[src/rtl/hec_pkg.sv]
package hec_pkg;
  typedef enum logic {ST_IDLE, ST_WAIT} hecState_t;

  typedef struct packed {
    logic cacheWr;
    logic fill;
    logic latchMiss;
    logic rspCache;
    logic rspMem;
    logic cntHit;
    logic cntMiss;
  } hecStrobes_t;
endpackage

[src/rtl/hec_ctrl.sv]
module hec_ctrl
  import hec_pkg::*;
(
  input  logic        clk,
  input  logic        rstN,
  input  logic        reqValid,
  input  logic        reqWrite,
  input  logic        reqPhase,
  input  logic        lookupHit,
  input  logic        memReqReady,
  input  logic        memRspValid,
  output logic        reqReady,
  output logic        memReqValid,
  output logic        memReqWrite,
  output hecStrobes_t strb
);
  hecState_t state;
  logic      fillPhase;
  logic      idle;
  logic      accept;
  logic      readAcc;

  assign idle        = (state == ST_IDLE);
  assign reqReady    = idle && memReqReady;
  assign accept      = reqValid && reqReady;
  assign readAcc     = accept && !reqWrite;
  assign memReqValid = idle && reqValid && (reqWrite || !lookupHit);
  assign memReqWrite = reqWrite;

  always_comb begin
    strb           = '0;
    strb.cacheWr   = accept && reqWrite && (!reqPhase || lookupHit);
    strb.rspCache  = readAcc && lookupHit;
    strb.cntHit    = readAcc && lookupHit;
    strb.latchMiss = readAcc && !lookupHit;
    strb.cntMiss   = readAcc && !lookupHit;
    strb.rspMem    = !idle && memRspValid;
    strb.fill      = !idle && memRspValid && fillPhase;
  end

  always_ff @(posedge clk) begin
    if (!rstN) begin
      state     <= ST_IDLE;
      fillPhase <= 1'b0;
    end else begin
      if (strb.latchMiss) begin
        state     <= ST_WAIT;
        fillPhase <= reqPhase;
      end else if (strb.rspMem) begin
        state     <= ST_IDLE;
      end
    end
  end

  // a pending miss keeps the block busy until memory answers
  p_wait_holds_r5: assert property (@(posedge clk) disable iff (!rstN)
    (state == ST_WAIT && !memRspValid) |=> (state == ST_WAIT));

  // a read hit never goes to memory
  p_no_mem_on_hit_r3: assert property (@(posedge clk) disable iff (!rstN)
    (reqValid && !reqWrite && lookupHit) |-> !memReqValid);
endmodule

[src/rtl/hec_dp.sv]
module hec_dp
  import hec_pkg::*;
#(
  parameter int IDX_W     = 8,
  parameter int LINE_BITS = 3,
  parameter int ENTRY_W   = 32,
  parameter int CNT_W     = 16
) (
  input  logic               clk,
  input  logic               rstN,
  input  hecStrobes_t        strb,
  input  logic [IDX_W-1:0]   reqIdx,
  input  logic [ENTRY_W-1:0] reqData,
  input  logic [ENTRY_W-1:0] memRspData,
  output logic               lookupHit,
  output logic               rspValid,
  output logic               rspHit,
  output logic [ENTRY_W-1:0] rspData,
  output logic [CNT_W-1:0]   hitCount,
  output logic [CNT_W-1:0]   missCount
);
  localparam int LINES = 1 << LINE_BITS;
  localparam int TAG_W = IDX_W - LINE_BITS;

  logic [LINES-1:0]     lineValid;
  logic [TAG_W-1:0]     lineTag  [LINES];
  logic [ENTRY_W-1:0]   lineData [LINES];

  logic [LINE_BITS-1:0] lineSel;
  logic [TAG_W-1:0]     reqTag;
  logic [LINE_BITS-1:0] missLine;
  logic [TAG_W-1:0]     missTag;

  assign lineSel   = reqIdx[LINE_BITS-1:0];
  assign reqTag    = reqIdx[IDX_W-1:LINE_BITS];
  assign lookupHit = lineValid[lineSel] && (lineTag[lineSel] == reqTag);

  always_ff @(posedge clk) begin
    if (!rstN) begin
      missLine <= '0;
      missTag  <= '0;
    end else if (strb.latchMiss) begin
      missLine <= lineSel;
      missTag  <= reqTag;
    end
  end

  always_ff @(posedge clk) begin
    if (!rstN) begin
      lineValid <= '0;
    end else if (strb.cacheWr) begin
      lineValid[lineSel] <= 1'b1;
    end else if (strb.fill) begin
      lineValid[missLine] <= 1'b1;
    end
  end

  always_ff @(posedge clk) begin
    if (strb.cacheWr) begin
      lineTag[lineSel]  <= reqTag;
      lineData[lineSel] <= reqData;
    end else if (strb.fill) begin
      lineTag[missLine]  <= missTag;
      lineData[missLine] <= memRspData;
    end
  end

  always_ff @(posedge clk) begin
    if (!rstN) begin
      rspValid <= 1'b0;
      rspHit   <= 1'b0;
      rspData  <= '0;
    end else begin
      rspValid <= strb.rspCache || strb.rspMem;
      rspHit   <= strb.rspCache;
      if (strb.rspCache)    rspData <= lineData[lineSel];
      else if (strb.rspMem) rspData <= memRspData;
    end
  end

  always_ff @(posedge clk) begin
    if (!rstN) begin
      hitCount  <= '0;
      missCount <= '0;
    end else begin
      if (strb.cntHit)  hitCount  <= hitCount + 1'b1;
      if (strb.cntMiss) missCount <= missCount + 1'b1;
    end
  end

  // hit answered on the next edge, marked as hit
  p_hit_rsp_r3: assert property (@(posedge clk) disable iff (!rstN)
    strb.rspCache |=> (rspValid && rspHit));

  // memory data forwarded on the edge after it arrives
  p_mem_rsp_r4: assert property (@(posedge clk) disable iff (!rstN)
    strb.rspMem |=> (rspValid && !rspHit && rspData == $past(memRspData)));

  // an allocating write leaves its line valid
  p_alloc_r7: assert property (@(posedge clk) disable iff (!rstN)
    strb.cacheWr |=> lineValid[$past(lineSel)]);

  // counters move only on their own events
  p_cnt_hold_r11: assert property (@(posedge clk) disable iff (!rstN)
    (!strb.cntHit && !strb.cntMiss) |=> ($stable(hitCount) && $stable(missCount)));
endmodule

[src/rtl/hash_entry_cache.sv]
module hash_entry_cache
  import hec_pkg::*;
#(
  parameter int IDX_W     = 8,
  parameter int LINE_BITS = 3,
  parameter int ENTRY_W   = 32,
  parameter int CNT_W     = 16
) (
  input  logic               clk,
  input  logic               rstN,
  input  logic               reqValid,
  output logic               reqReady,
  input  logic               reqWrite,
  input  logic               reqPhase,
  input  logic [IDX_W-1:0]   reqIdx,
  input  logic [ENTRY_W-1:0] reqData,
  output logic               rspValid,
  output logic               rspHit,
  output logic [ENTRY_W-1:0] rspData,
  output logic               memReqValid,
  input  logic               memReqReady,
  output logic               memReqWrite,
  output logic [IDX_W-1:0]   memReqIdx,
  output logic [ENTRY_W-1:0] memReqData,
  input  logic               memRspValid,
  input  logic [ENTRY_W-1:0] memRspData,
  output logic [CNT_W-1:0]   hitCount,
  output logic [CNT_W-1:0]   missCount
);
  hecStrobes_t strb;
  logic        lookupHit;

  assign memReqIdx  = reqIdx;
  assign memReqData = reqData;

  hec_ctrl u_ctrl (
    .clk         (clk),
    .rstN        (rstN),
    .reqValid    (reqValid),
    .reqWrite    (reqWrite),
    .reqPhase    (reqPhase),
    .lookupHit   (lookupHit),
    .memReqReady (memReqReady),
    .memRspValid (memRspValid),
    .reqReady    (reqReady),
    .memReqValid (memReqValid),
    .memReqWrite (memReqWrite),
    .strb        (strb)
  );

  hec_dp #(
    .IDX_W     (IDX_W),
    .LINE_BITS (LINE_BITS),
    .ENTRY_W   (ENTRY_W),
    .CNT_W     (CNT_W)
  ) u_dp (
    .clk        (clk),
    .rstN       (rstN),
    .strb       (strb),
    .reqIdx     (reqIdx),
    .reqData    (reqData),
    .memRspData (memRspData),
    .lookupHit  (lookupHit),
    .rspValid   (rspValid),
    .rspHit     (rspHit),
    .rspData    (rspData),
    .hitCount   (hitCount),
    .missCount  (missCount)
  );

  // no acceptance while memory cannot take a request
  p_ready_needs_mem_r10: assert property (@(posedge clk) disable iff (!rstN)
    reqReady |-> memReqReady);
endmodule

[config.mk]
export PLATFORM = sky130hd
export DESIGN_NAME = hash_entry_cache
export DESIGN_NICKNAME = d
export VERILOG_FILES = /design/src/rtl/hec_pkg.sv /design/src/rtl/hec_ctrl.sv /design/src/rtl/hec_dp.sv /design/src/rtl/hash_entry_cache.sv
export SDC_FILE = /design/constraint.sdc
export NUM_CORES = 1
export LEC_CHECK = 0
export BUFFER_PORTS_ARGS = -buffer_cell sky130_fd_sc_hd__buf_2
export CAP_MARGIN = 10
export CORE_ASPECT_RATIO = 1.5
export CORE_MARGIN = 8
export CORE_UTILIZATION = 58
export DETAILED_ROUTE_END_ITERATION = 12
export GPL_ROUTABILITY_DRIVEN = 0
export GPL_TIMING_DRIVEN = 0
export HOLD_SLACK_MARGIN = 0.1
export PLACE_DENSITY = 0.91
export SLEW_MARGIN = 30
export SYNTH_ARGS = -nofsm -noshare
export SYNTH_HDL_FRONTEND = slang
export SYNTH_SLANG_ARGS = --single-unit
[constraint.sdc]
create_clock -name clk -period 6.3 [get_ports clk]
set_clock_uncertainty 0.05 [all_clocks]
set_input_delay 0.63 -clock clk [delete_from_list [all_inputs] [get_ports clk]]
set_output_delay 0.63 -clock clk [all_outputs]
set_load 0.01 [all_outputs]
Yosys cells after proc, flatten, opt, wreduce, memory -nomap -nowiden
Memories as Yosys holds them, arrays and structs flattened.
Cells that the tools add are included.
{ "classes": {"reduce_logical": 25, "magnitude_cmp": 4, "n_addsub": 2, "n_mux": 23, "bitwise": 3, "eq_ne": 1} }
{ "ops": {"columns": ["op", "count"], "rows": [
  ["$mux 32", 3],
  ["$add 16x1->16 const B", 2],
  ["$reduce_or 32->1", 1],
  ["$mux 8", 2],
  ["$or 8x8->8", 2],
  ["$logic_and 1x1->1", 14],
  ["$mux 1", 12],
  ["$lt 3x4->1 const B", 2],
  ["$demux 1 s3", 2],
  ["$ge 3x1->1 const B", 2],
  ["$mux 3", 2],
  ["$reduce_bool 2->1", 3],
  ["$eq 5x5->1", 1],
  ["$mux 5", 1],
  ["$reduce_or 5->1", 1],
  ["$bmux 1 s3", 1],
  ["$logic_not 1->1", 3],
  ["$logic_or 1x1->1", 3],
  ["$not 1->1", 1]
]} }
{ "word_totals": {"inputBits": 79, "output_inout_bits": 109, "memories": 2, "ff_bits": 84, "mem_bits_rw": 296, "elab_cells": 70} }
{ "memory_table": {"columns": ["name", "words", "width", "rd", "rd_ports_with_merged_regs", "wr", "line_no", "text"], "rows": [
  ["u_dp.lineData", 8, 32, 1, 0, 1, "hec_dp.sv:27", "logic [ENTRY_W-1:0] lineData [LINES];"],
  ["u_dp.lineTag", 8, 5, 1, 0, 1, "hec_dp.sv:26", "logic [TAG_W-1:0] lineTag [LINES];"]
]} }

Depth between registers and ports, before layout
Gate-level depths: netlist (run 1).
{ "logic_depth": {"depth_word": 9, "depth_mapped": 11, "depth_no_buf": 7} }

Modules after synthesis
A second synthesis (run 1) with hierarchy kept.
{ "unflattened": {"cells_unflattened": 995, "area_unflattened_um2": 15672.5} }
{ "modules_own_cells": {"columns": ["mod", "cells_per_inst", "n_inst", "area_per_inst_um2"], "rows": [
  ["hec_dp", 934, 1, 15188.3],
  ["hash_entry_cache", 40, 1, 300.3],
  ["hec_ctrl", 21, 1, 183.9]
]} }

Worst setup path after synthesis (run 1)
OpenSTA, ideal clock, no wires.
{ "synth_timing": {"kind": "input to register", "from": "input port reqIdx[0]", "to": "memory u_dp.lineData[5][0] (enable)", "t_required_ns": 5.760, "setup_slack_ns": 0.779, "path_stages": 8, "n_path_buf": 2, "setup_time_ns": 0.490, "arrival_ns": 4.981, "cell_sequence": "buf_6 > buf_6 > mux4_2 > mux2i_1 > xor2_1 > o311a_2 > a21boi_0 > o31ai_1"} }
{ "synth_between": {"elab_chain_len": 9, "elab_cells_between_ends": 14, "classes_between": "eq/ne (1); mux (8); reduce/logical (4); memory (1)"} }
{ "synth_lines": {"columns": ["item", "line_no", "text"], "rows": [
  ["from (decl)", "hash_entry_cache.sv:15", "input logic [IDX_W-1:0] reqIdx,"],
  ["$mem_v2 8x5 or $bmux 1 s3 (tied branches)", null, null],
  ["$eq 5x5->1 or $mux 1 (tied branches)", "hec_dp.sv:36", "assign lookupHit = lineValid[lineSel] && (lineTag[lineSel] == reqTag);"],
  ["$logic_and 1x1->1", "hec_dp.sv:36", null],
  ["$logic_or 1x1->1", "hec_ctrl.sv:32", "strb.cacheWr = accept && reqWrite && (!reqPhase || lookupHit);"],
  ["$logic_and 1x1->1", "hec_ctrl.sv:32", null],
  ["$mux 1", "hec_dp.sv:59", "if (strb.cacheWr) begin"],
  ["$mux 1 (not written as such)", "hec_dp.sv:64", "lineData[missLine] <= memRspData;"],
  ["$reduce_or 32->1 (no line)", null, null],
  ["$mux 3 (no line) or $mux 1 (tied branches)", null, null],
  ["to (decl)", "hec_dp.sv:27", null]
]} }
Parallel ways exist; a longest one is shown, timed or not. The select of a mux whose other input is x is not followed.

Final worst setup path (run 1)
{ "layout_timing": {"from": "input port reqIdx[0]", "to": "memory u_dp.lineTag[1][1] in the netlist's numbering (enable)"} }
{ "layout_between": {"elab_chain_len": 9, "elab_cells_between_ends": 14, "classes_between": "eq/ne (1); mux (8); reduce/logical (4); memory (1)"} }
{ "layout_lines": {"columns": ["item", "line_no", "text"], "rows": [
  ["$mem_v2 8x5 or $bmux 1 s3 (tied branches)", null, null],
  ["$eq 5x5->1 or $mux 1 (tied branches)", "hec_dp.sv:36", null],
  ["$logic_and 1x1->1", "hec_dp.sv:36", null],
  ["$logic_or 1x1->1", "hec_ctrl.sv:32", null],
  ["$logic_and 1x1->1", "hec_ctrl.sv:32", null],
  ["$mux 1", "hec_dp.sv:59", null],
  ["$mux 1 (not written as such)", "hec_dp.sv:63", "lineTag[missLine] <= missTag;"],
  ["$reduce_or 5->1 (no line)", null, null],
  ["$mux 3 (no line) or $mux 1 (tied branches)", null, null],
  ["to (decl)", "hec_dp.sv:26", null]
]} }
Parallel ways exist; a longest one is shown, timed or not. The select of a mux whose other input is x is not followed.

==> results of run 1 <==
## stage by stage
step	util [%]	TNS (ns)	cells	total power, mW
floorplan	-	0	1096	2.94
global placement	64.3	-205.65	1615	3.04
detailed placement	66.5	0	1637	3.06
CTS	70.9	0	1699	5.12
global route	70.9	0	1699	5.22
finish	70.9	0	1699	5.13
## per-layer routing
layer | wire (um) | vias up | GRT usage (%)
met5 | 0 | - | 0
met3 | 5070 | 184 | 5.89
li1 | - | 4711 | -
met2 | 22000 | 975 | 45.4
met1 | 14500 | 5395 | 31.1
met4 | 2550 | 0 | 17.3
## sequential cells by signal, summed over array words and instances, names as in the netlist
| name | flops |
|---|---|
| u_ctrl.fillPhase | 1 |
| u_dp.missLine | 3 |
| u_dp.lineValid | 8 |
| u_dp.lineData | 256 |
| u_dp.missCount | 16 |
| u_dp.rspData | 32 |
| u_dp.rspHit | 1 |
| u_dp.lineTag | 40 |
| u_ctrl.state | 1 |
| u_dp.hitCount | 16 |
| u_dp.rspValid | 1 |
| u_dp.missTag | 5 |
## synthesized netlist by cell type (4+ instances only)
| cell type | count |
|---|---|
| nor2b_1 | 7 |
| or4_1 | 12 |
| nand3_1 | 13 |
| and2_1 | 5 |
| a221oi_1 | 32 |
| inv_1 | 12 |
| a21oi_1 | 42 |
| a22oi_1 | 50 |
| a22o_1 | 24 |
| edfxtp_1 | 296 |
| a31oi_1 | 25 |
| mux4_2 | 13 |
| nand4_1 | 8 |
| and3_1 | 7 |
| mux2_2 | 9 |
| nor4_1 | 5 |
| buf_6 | 5 |
| or3_1 | 8 |
| dfxtp_1 | 84 |
| xnor2_1 | 5 |
| nor3_1 | 4 |
| o21ai_0 | 11 |
| nand2_1 | 146 |
| buf_4 | 43 |
| mux2i_1 | 33 |
| clkbuf_1 | 50 |
| xor2_1 | 6 |
| buf_1 | 6 |
| nand2b_1 | 9 |
| nor2_1 | 49 |
| o31ai_1 | 9 |
| a221o_1 | 32 |
## cells by family (layout without fill, tap and decap cells)
group | count (synthesis) | in the layout
DFF | 380 | 380
muxes | 55 | 55
adders and majority gates | 2 | 2
and+or+nand+nor | 280 | 280
xor gates and xnor gates | 11 | 11
AOI/OAI and AO/OA | 248 | 248
buffers and inverters | 120 | 390
## report_power, final
group	switching, mW	leakage (nW)	internal (mW)
Clock	0.923	0.545	1.19
Sequential	0.00836	3.34	2.71
Combinational	0.185	2.76	0.112
Total	1.12	6.65	4.01
## placed cells by master (no fill, tap or decap), drive strengths merged, types with 2 or more instances in the layout
| cell | n |
|---|---|
| a21oi | 42 |
| a221o | 32 |
| a221oi | 32 |
| a22o | 24 |
| a22oi | 50 |
| a311oi | 3 |
| a31oi | 25 |
| and2 | 5 |
| and3 | 7 |
| buf | 265 |
| bufinv | 3 |
| clkbuf | 95 |
| clkinv | 8 |
| clkinvlp | 4 |
| dfxtp | 84 |
| edfxtp | 296 |
| ha | 2 |
| inv | 15 |
| mux2 | 9 |
| mux2i | 33 |
| mux4 | 13 |
| nand2 | 146 |
| nand2b | 9 |
| nand3 | 14 |
| nand3b | 2 |
| nand4 | 8 |
| nor2 | 49 |
| nor2b | 7 |
| nor3 | 4 |
| nor4 | 5 |
| o2111ai | 2 |
| o211ai | 3 |
| o21ai | 13 |
| o311ai | 2 |
| o31ai | 9 |
| o41ai | 3 |
| or3 | 8 |
| or4 | 12 |
| xnor2 | 5 |
| xor2 | 6 |
## final cells by class
type                            instances  area (sq um)
Clock inverter                         18           189
Timing Repair Buffer                  208          1400
Buffer                                108           609
Clock buffer                           44           938
Sequential cell                       380         10600
Tap cell                              333           417
Fill cell                            1519          7510
Multi-Input combinational cell        596          4080
Inverter                               12          45.0
## worst paths after layout
check / from / endpoint / slack (ns) / cells after the start
setup / recovery: reqIdx[0] / u_dp.lineTag[1][1] / 2.21 / 11
hold / removal: memRspData[21] / u_dp.rspData[21] / 0.29 / 2
setup reg to reg: u_dp.lineTag[1][4] / u_dp.lineTag[1][1] / 2.32 / 9
hold reg to reg: u_dp.lineValid[5] / u_dp.lineValid[5] / 0.42 / 1
==> impl_metrics.csv, run 1 <==
group,metric,value,unit
routing,drt_iter0_drc,1479,
cells_and_area,area_delta_synth_final,20.0,%
routing,wl_per_cell,26.0,um
synthesis,synthMuxAreaShare,4.76,%
synthesis,synth_seq_cells,380,
sta,finalCritPeriodShare,64.9,%
sta,setup_viol,0,
sta,final_hold_viol_count,0,
synthesis,synthTopCellsByArea,"edfxtp_1, dfxtp_1, nand2_1",
synthesis,async_flop_share,0,%
floorplan,coreArea,25800,sq um
synthesis,avgSynthCellArea,13.9,sq um
clocking,cts_resized,0,
clocking,clock-sinks,380,
grt,grt_use_total,27.2,%
setup_path,cp_max_fo,14,
clocking,clk_pin_slew,0.07,ns
synthesis,yosysUniqueCellTypes,56,
setup_path,worst_setup_path_end_kind,"register",
synthesis,ys_warn_count,0,
pwr,p_leak,6.65,nW
routing,wirelength,44100,um
synthesis,synth_compound_area_share,12.2,%
cells_and_area,nets,1421,
setup_path,cp.arrival,4.26,ns
cells_and_area,diodes,0,
sta,tightest_slew,1.04,ns
clocking,clock_tree.root_cell,"clkbuf_16",
setup_path,critPathSlowestCell,"a21oi_4",
synthesis,ys_seq_area_share,69.5,%
setup_path,crit_buf_inv,4,
clocking,clock_latency,0.53,ns
worst_hold_path,hp-class,"input pin to register",
placement,place_area,17100,sq um
grt,grt_antenna_before_repair,0,
sta,hold_ws,0.291,ns
sta,slew_viol_final,0,
clocking,cts_hold_buf,0,
synthesis,synth_area,15200,sq um
synthesis,syn_inst,1096,
grt,grt_pass1_wl,65800,um
synthesis,synth_xor_area_share,0.633,%
setup_path,max_stage_delay,0.68,ns
synthesis,synth_top_cell_by_area,"edfxtp_1",
sta,layout_setup_ws,2.21,ns
job,maxCapViolCount,0,
sta,rsz0062_at_grt,"false",
clocking,cts_max_level,2,
setup_path,cp_cell_sequence,"buf_6 -> buf_6 -> mux4_2 -> mux2i_1 -> xor2_1 -> o311ai_1 -> o21ai_1 -> nand3_1 -> a21oi_4 -> buf_16 -> buf_16",
sta,fmax,0.245,GHz
pwr,p_per_area,281,nW/um^2
setup_path,required,6.47,ns
synthesis,synth_ff_type,"edfxtp_1",
sta,slew_headroom,29.8,%
setup_path,crit_family,"compound AO/OA/AOI/OAI gates",
pwr,irDropWorstVdd,0.236,mV
cells_and_area,layout-drive-gt1-share,25.3,%
routing,vias,11300,
floorplan,fp-row-count,72,
routing,postRouteAntennaNets,0,
floorplan,die_x,148,um
outcome,status,"finished, final reports clean",
grt,grt_max_degree,18,
placement,pre_cts_slack,1.81,ns
setup_path,worstSetupPathType,"input pin to register",
clocking,cts_tree,"done",
floorplan,initial_core_util,59.0,%
synthesis,synth_top_family_by_area,"compound AO/OA/AOI/OAI gates",
synthesis,synth_top_area_share,58.4,%
sta,min_period,4.09,ns
routing,drtPass1Iterations,8,
routing,via_per_inst,6.63,
synthesis,synth_edf_count,296,
placement,place_hpwl,29000,um
clocking,numCtsBuffers,34,
setup_path,crit_path_start_kind,"input pin",
synthesis,synth-adder-area-share,0.165,%
floorplan,io_pins,188,
routing,drc_errors,0,
synthesis,synth_simple_gate_area_share,8.41,%
floorplan,die_area,31800,sq um
cells_and_area,design_area,18300,sq um
placement,io_buffers,186,
clocking,postCtsSetupBuffers,0,
grt,grt_overflow_total,0,
floorplan,die_h,214,um
grt,grt_pass1_vias,11300,
clocking,clk_path_buf_depth,3,
synthesis,syn_nets,1177,
Power figures use the tool's default switching activity.
==> inputs of run 2 (changes only) <==
--- a/config.mk
+++ b/config.mk
@@ -9,12 +9,12 @@
 export CAP_MARGIN = 10
 export CORE_ASPECT_RATIO = 1.5
 export CORE_MARGIN = 8
-export CORE_UTILIZATION = 58
+export CORE_UTILIZATION = 52
 export DETAILED_ROUTE_END_ITERATION = 12
 export GPL_ROUTABILITY_DRIVEN = 0
 export GPL_TIMING_DRIVEN = 0
 export HOLD_SLACK_MARGIN = 0.1
-export PLACE_DENSITY = 0.91
+export PLACE_DENSITY = 0.86
 export SLEW_MARGIN = 30
 export SYNTH_ARGS = -nofsm -noshare
 export SYNTH_HDL_FRONTEND = slang
==> constraint.sdc (replaced) <==
create_clock -name clk -period 3.61 [get_ports clk]
set_clock_uncertainty 0.05 [all_clocks]
set_input_delay 0.361 -clock clk [delete_from_list [all_inputs] [get_ports clk]]
set_output_delay 0.361 -clock clk [all_outputs]
set_load 0.01 [all_outputs]
==> run 2 against run 1 <==
Compared with the run above: non-clock buffer count is 42 higher; worst setup slack worse by 2.2 ns; core utilization is 5.6 points lower; clock power is 82% higher; die area is 10% higher; combinational power is 88% higher; global-route usage is 1.4 points lower; via count is 2.4% higher; total power is 78% higher; sequential power is 75% higher; design area is 2.7% higher; critical path depth is 2 lower; largest cell class unchanged.
==> impl_metrics.csv, run 2 (synthesized netlist as in run 1, its figures left out) <==
group,metric,value,unit
outcome,status,"finished, final reports clean",
sta,tightest_slew,0.964,ns
cells_and_area,utilization,65.3,%
worst_hold_path,hp-class,"input pin to register",
routing,wirelength,46800,um
cells_and_area,stdcell_count,1799,
sta,setup_tns,0,ns
routing,postRouteAntennaNets,0,
setup_path,rrSetupSlack,0.17,ns
cells_and_area,nets,1463,
clocking,numCtsBuffers,34,
floorplan,initial_core_util,53.0,%
setup_path,cp-startpoint,"reqIdx[2]",
clocking,cts_tree,"done",
grt,grt_use_total,25.8,%
routing,via_per_inst,6.41,
clocking,clk_path_buf_depth,3,
routing,drc_errors,0,
setup_path,r2r-start,"u_dp.lineTag[5][3]",
setup_path,crit_path_start_kind,"input pin",
floorplan,coreArea,28700,sq um
sta,setup_viol,0,
setup_path,reg2reg_to,"u_dp.lineData[5][24]",
cells_and_area,area_delta_synth_final,23.2,%
job,maxCapViolCount,0,
floorplan,die_h,225,um
placement,placedCellCount,1690,
clocking,clock-sinks,380,
sta,slew_headroom,35.8,%
sta,finalCritPeriodShare,98.6,%
cells_and_area,largest_register_ffs,256,
clocking,clk_pin_slew,0.07,ns
grt,grt_antenna_before_repair,0,
setup_path,path_common_cell,"clkbuf_1",
sta,final_hold_viol_count,0,
grt,grt_overflow_total,0,
worst_hold_path,holdPathEnd,"u_dp.missTag[2]",
placement,io_buffers,186,
cells_and_area,top_register,"u_dp.lineData",
routing,wl_per_cell,26.0,um
pwr,p_leak,6.82,nW
setup_path,cp.arrival,4.00,ns
sta,rsz0062_at_grt,"false",
setup_path,reg2reg_depth,8,
sta,min_period,3.56,ns
setup_path,critPathSlowestCell,"clkbuf_1",
setup_path,max_stage_delay,0.72,ns
pwr,irDropWorstVdd,0.345,mV
placement,place_hpwl,30200,um
grt,grt_pass1_wl,67900,um
setup_path,crit_buf_inv,5,
clocking,clock_tree.root_cell,"clkbuf_16",
sta,hold_ws,0.105,ns
clocking,cts_max_level,2,
routing,vias,11500,
pwr,p_per_area,487,nW/um^2
setup_path,worst_setup_path_end_kind,"register",
worst_hold_path,holdPathStages,3,
routing,drtPass1Iterations,6,
cells_and_area,layout-drive-gt1-share,25.2,%
sta,slew_viol_final,0,
worst_hold_path,hold_start,"reqIdx[5]",
grt,grt_max_degree,17,
sta,fmax,0.281,GHz
floorplan,die_x,156,um
setup_path,worstSetupPathType,"input pin to register",
grt,grt_pass1_vias,11600,
clocking,clock_latency,0.55,ns
setup_path,crit_family,"buffers and inverters",
setup_path,cp_cell_sequence,"buf_2 -> buf_1 -> clkbuf_1 -> and3_1 -> clkbuf_1 -> clkbuf_1 -> a221oi_1 -> a31oi_1 -> a221o_1",
routing,drt_iter0_drc,1414,
floorplan,die_area,35100,sq um
cells_and_area,biggestRegsByFlops,"u_dp.lineData: 256 flops, u_dp.lineTag: 40 flops, u_dp.rspData: 32 flops",
setup_path,cp_max_fo,10,
pwr,finalPower,9.14,mW
cells_and_area,final_cell_mix,"edfxtp_1, buf_2, nand2_1, dfxtp_1, clkbuf_1",
floorplan,io_pins,188,
cells_and_area,mostFrequentLayoutCell,"edfxtp_1",
setup_path,required,4.04,ns
floorplan,fp-row-count,76,
run 2: changes by cell type in the layout (fill, tap and decap cells not counted), sizes merged, moves of 2 or more:
cell,previous run,this run
buf,265,272
bufinv,3,6
clkbuf,95,90
clkinvlp,4,6
dlygate4sd3,0,35
run 2: routing by layer:
layer,vias to the layer above,GRT usage (%),share of wire (%)
li1,4796,-,-
met4,0,16.5,6.4
met2,911,44.8,50
met5,-,0,0
met1,5619,28.1,33
met3,208,5.70,11
run 2: report_power, final:
group          total, mW  leakage [nW]  internal [mW]  switching (mW)
clock network       3.83         0.546           2.19            1.64
logic              0.559          2.93          0.221           0.338
registers           4.75          3.34           4.73          0.0144
run 2: worst max-delay path by stage:
| stage | end | slack (ns) | depth (start not counted) |
|---|---|---|---|
| after floorplan | u_dp.lineData[1][0] | -0.29 | 9 |
| after global placement | u_dp.lineData[1][23] | -1.68 | 9 |
| after detailed placement | u_dp.lineData[7][8] | -0.71 | 11 |
| after CTS | u_dp.rspData[29] | 0.05 | 9 |
| after global routing | u_dp.rspData[6] | 0.04 | 9 |
| final | u_dp.rspData[4] | 0.05 | 9 |
run 2: cell type report:
| class | count | area, sq um |
|---|---|---|
| Sequential cell | 380 | 10600 |
| Fill cell | 1948 | 9970 |
| Multi-Input combinational cell | 596 | 4100 |
| Timing Repair Buffer | 250 | 1770 |
| Clock buffer | 39 | 870 |
| Buffer | 108 | 609 |
| Tap cell | 390 | 488 |
| Clock inverter | 23 | 294 |
| Inverter | 12 | 45.0 |
| Antenna cell | 1 | 2.50 |
run 2: metrics by stage:
stage | cell area (sq um) | setup slack [ns]
after floorplan | 15300 | -0.290
after global placement | 16700 | -1.68
after detailed placement | 17100 | -0.711
after CTS | 18700 | 0.0544
after global routing | 18700 | 0.0393
final | 18700 | 0.0493
run 2: tightest hold or removal path: stages:
cell	delay, ns
buf_2	0.13
mux2i_1	0.07
nor2_1	0.09
run 2: what timing repair did:
item                                    4_1_cts  5_1_grt
buffers inserted                              7        4
endpoints found under the setup margin      208      123
resized for setup                             1        1
hold endpoints to repair                     35        0
hold buffers                                 35        0
pin swaps                                     5        2
